**config.mk**
```make
export PLATFORM = sky130hd
export DESIGN_NAME = rate_mult2
export DESIGN_NICKNAME = d
export VERILOG_FILES = /design/src/rtl/rate_mult2.sv
export SDC_FILE = /design/constraint.sdc
export NUM_CORES = 1
export LEC_CHECK = 0
export BUFFER_PORTS_ARGS = -buffer_cell sky130_fd_sc_hd__clkbuf_2
export CAP_MARGIN = 40
export CORE_AREA = 4 4 41 43
export CTS_CLUSTER_SIZE = 30
export DETAILED_ROUTE_END_ITERATION = 10
export DIE_AREA = 0 0 45 47
export GPL_ROUTABILITY_DRIVEN = 0
export GPL_TIMING_DRIVEN = 1
export HOLD_SLACK_MARGIN = 0.1
export PLACE_DENSITY = 0.63
export RECOVER_POWER = 100
export SLEW_MARGIN = 5
export SYNTH_ARGS = -nofsm -noshare
export SYNTH_HDL_FRONTEND = slang
export SYNTH_SLANG_ARGS = --single-unit
```
**constraint.sdc**
```tcl
create_clock -name clk -period 2.25 [get_ports clk]
set_input_delay 0.225 -clock clk [delete_from_list [all_inputs] [get_ports clk]]
set_output_delay 0.225 -clock clk [all_outputs]
set_load 0.1 [all_outputs]
```
**src/rtl/rate_mult2.sv**
```systemverilog
module rate_mult2 #(
  parameter int W = 4
) (
  input  logic         clk,
  input  logic         rst_n,
  input  logic         clr,
  input  logic         mul_mode,
  input  logic [W-1:0] dig_hi,
  input  logic [W-1:0] dig_lo,
  output logic         pulse_o
);

  logic [W-1:0] hi_cnt, lo_cnt;
  logic hi_hit, hi_wrap, lo_en, lo_hit, nxt;

  function automatic logic slot_hit(input logic [W-1:0] cnt, input logic [W-1:0] dig);
    logic h;
    h = 1'b0;
    for (int i = W - 1; i >= 0; i--)
      if (cnt[i]) h = dig[W-1-i];
    return h;
  endfunction

  assign hi_hit  = slot_hit(hi_cnt, dig_hi);
  assign hi_wrap = (hi_cnt == '0);
  assign lo_en   = mul_mode ? hi_hit : hi_wrap;
  assign lo_hit  = lo_en & slot_hit(lo_cnt, dig_lo);
  assign nxt     = mul_mode ? lo_hit : (hi_hit | lo_hit);

  always_ff @(posedge clk or negedge rst_n) begin
    if (!rst_n) begin
      hi_cnt  <= '0;
      lo_cnt  <= '0;
      pulse_o <= 1'b0;
    end else if (clr) begin
      hi_cnt  <= '0;
      lo_cnt  <= '0;
      pulse_o <= 1'b0;
    end else begin
      hi_cnt  <= hi_cnt + W'(1);
      if (lo_en) lo_cnt <= lo_cnt + W'(1);
      pulse_o <= nxt;
    end
  end

endmodule

```
==> key figures <==
Run status
  – Status: finished, final reports clean

Worst setup path
  – Crit-path max cell delay: 0.46 ns
  – R2R Setup Slk: 0.43 ns
  – Worst reg2reg path endpoint: lo_cnt[3]
  – Critical path's slowest cell: dfrtp_1
  – Critical path buffers and inverters: 1
  – Critical Path Start Type: flip-flop
  – Critical Path Fanout Max: 8
  – R2R cell count: 6
  – CP required: 2.38 ns
  – Critical path type: flip-flop to flip-flop
  – Cell Chain, Critical Path: inv_1 > ha_1 > nor4b_1 > a31o_2 > o2111ai_1 > mux2_1
  – Top Family by Delay on Critical Path: flip-flops
  – RR Startpoint: hi_cnt[0]
  – Crit path capture type: flip-flop
  – Crit path arrival time: 1.95 ns

Final layout
  – Fraction of layout cells with a size suffix above 1: 22.2%
  – P&R area growth vs syn: 17.3%
  – Nets: 88
  – FILL cells: 134
  – Most common cell after layout, fill and taps aside: clkbuf_2
  – Utilization after layout: 50.2%
  – Commonest cells after routing, fill and taps aside: clkbuf_2 (10), dfrtp_1 (9), nor2_1 (6)
  – Area occupied by multi-input gates: 304 sq um
  – ANT cells: 0
  – Register Area: 225 sq um

Global route
  – Initial antenna violation count: 0
  – Tot GR Track Use: 12.1%
  – First-pass GRT wire length: 1810 um
  – GRT overflow: 0
  – Largest net degree at the start of global routing: 13
  – Vias in the first global route: 439

Synthesis
  – Syn_nets: 71
  – Seq cells post-synth: 9
  – Cell variety after synth: 29
  – Post-Syn Instances: 56
  – Syn Std Cell Area: 557 sq um
  – Syn_area_per_cell: 9.94 sq um
  – YS warnings: 0
  – Sequential area share after synthesis: 40.4%

STA
  – Slew margin rel.: 23.1%
  – Worst-Margin Slew: 1.16 ns
  – RSZ-0062 raised after global routing: no
  – TNS Setup: 0 ns
  – Clock Skew: 0.00153 ns
  – Setup violations, final: 0
  – Fin crit period: 1.82 ns
  – Final period util: 80.7%
  – Fmax: 551 MHz
  – Hold Vio Cnt, Final: 0
  – Max-slew violation count: 0

Floorplan
  – Initial core utilization: 42.8%
  – Die W: 45 um
  – Core area: 1300 sq um
  – Row count: 13
  – Die area: 2120 sq um
  – Die H: 47 um
  – I/O pins: 13

Clock network
  – Clk sinks: 9
  – CTS root buffer: clkbuf_4
  – Clk Latency, worst-skew pair: 0.25 ns
  – Hold_buf cts: 1
  – Post-CTS Setup Bufs: 0
  – CTS Buf Count: 3
  – # resized after CTS: 0
  – Clk buf depth: 2
  – # H-tree levels: 1
  – CTS tree: yes
  – Clk pin slew, worst setup/hold paths: 0.06 ns

Min path
  – Worst hold path depth: 2
  – HP Class: input port to flip-flop
  – Hold_sp: clr
  – Worst hold endpoint: lo_cnt[1]

Power and ir drop
  – Seq pwr share: 48.3%
  – Clock power frac: 30.4%
  – Switching power as a share of total power: 28.8%
  – Pwr dens: 592 nW/um^2
  – Comb power frac: 21.2%
  – Switching power: 111 uW
  – Worst vdd ir: 0.307 mV
  – Int Pwr: 276 uW
  – Leakage: 0.000319 uW

Placed design
  – Dpl hpwl: 837 um
  – Port Buffers: 12

Flow run
  – Max cap viols: 0

Routing
  – Final wirelength: 1040 um
  – DRC viols: 0
  – Total number of vias: 459
  – First-pass detailed-route iteration total: 4
  – Met2 WL post-DR: 434 um
  – Iter 0 DRT Violations: 14
  – WL/cell: 11.9 um
  – Drt via density: 5.28
  – DRT antenna net count: 0
  – Highest routed layer: met3
  – Met1 wire length: 521 um
  – Met3 routed WL: 81 um
## how the worst max path moves through the flow
stage / from / end / slack [ns] / cells past startpoint
floorplan: hi_cnt[0] / lo_cnt[3] / 0.57 / 6
global placement: hi_cnt[0] / lo_cnt[3] / 0.49 / 6
detailed placement: hi_cnt[0] / lo_cnt[3] / 0.47 / 6
CTS: hi_cnt[0] / lo_cnt[3] / 0.46 / 6
global route: hi_cnt[0] / lo_cnt[3] / 0.31 / 6
finish: hi_cnt[0] / lo_cnt[3] / 0.43 / 6
## final cells by class
class / instances / share of cell area [%]
Clock buffer: 4 / 4.02
Inverter: 3 / 1.72
Multi-Input combinational cell: 43 / 46.6
Sequential cell: 9 / 34.5
Tap cell: 15 / 2.87
Timing Repair Buffer: 13 / 10.3
## worst register-to-register path: stages, from the launching register on
cell	delay (ns)
dfrtp_1	0.46
inv_1	0.09
ha_1	0.20
nor4b_1	0.15
a31o_2	0.25
o2111ai_1	0.20
mux2_1	0.34
## power groups by stage
stage / Sequential, uW / Combinational (uW) / Clock [uW]
finish: 187 / 82.2 / 118
global route: 189 / 94.3 / 137
CTS: 187 / 85.3 / 126
detailed placement: 190 / 83.8 / 0
global placement: 190 / 83.9 / 0
floorplan: 198 / 48.0 / 0
## kinds of logic after synthesis
kind of cell / Yosys count / share of synthesized area [%]
simple gates: 19 / 19.3
fa+ha+maj: 3 / 6.74
flops: 9 / 40.5
buf+inv: 4 / 2.70
compound gates: 17 / 23.6
xor+xnor: 2 / 3.15
mux: 2 / 4.04
## Yosys cell counts (all sizes together)
cell type / number / share of area, %
a21boi: 1 / 1.3
a21o: 1 / 1.3
a21oi: 4 / 3.6
a22oi: 1 / 1.3
a31o: 1 / 1.6
a31oi: 1 / 1.1
and3b: 1 / 1.6
clkbuf: 1 / 0.67
dfrtp: 9 / 40
ha: 3 / 6.7
inv: 3 / 2.0
mux2: 2 / 4.0
nand2: 1 / 0.67
nand2b: 1 / 1.1
nand3: 2 / 1.8
nor2: 6 / 4.0
nor2b: 4 / 4.5
nor3: 2 / 1.8
nor4b: 1 / 2.7
o2111ai: 1 / 2.7
o211a: 2 / 4.9
o211ai: 1 / 1.3
o21ai: 3 / 2.7
o32ai: 1 / 1.6
or2: 1 / 1.1
xnor2: 1 / 1.6
xor2: 1 / 1.6
## per-stage QoR
stage | hold WS (ns) | power [uW] | setup WS, ns | std cells | instance area (sq um)
after CTS | 0.278 | 398 | 0.459 | 87 | 668
after detailed placement | 0.0893 | 274 | 0.468 | 82 | 632
after global placement | 0.0894 | 274 | 0.485 | 82 | 632
after global routing | 0.308 | 420 | 0.310 | 87 | 653
final | 0.291 | 387 | 0.435 | 87 | 653
after floorplan | -0.0706 | 246 | 0.570 | 56 | 557
## metal layers
metal	vias up	GRT usage, %
met5	-	0
met4	0	7.02
met3	0	2.68
met2	15	17.8
met1	204	16.2
li1	240	-
## registers in the layout, summed over array words and instances (netlist names)
name     flops
lo_cnt       4
hi_cnt       4
pulse_o      1
Power figures use the tool's default switching activity.
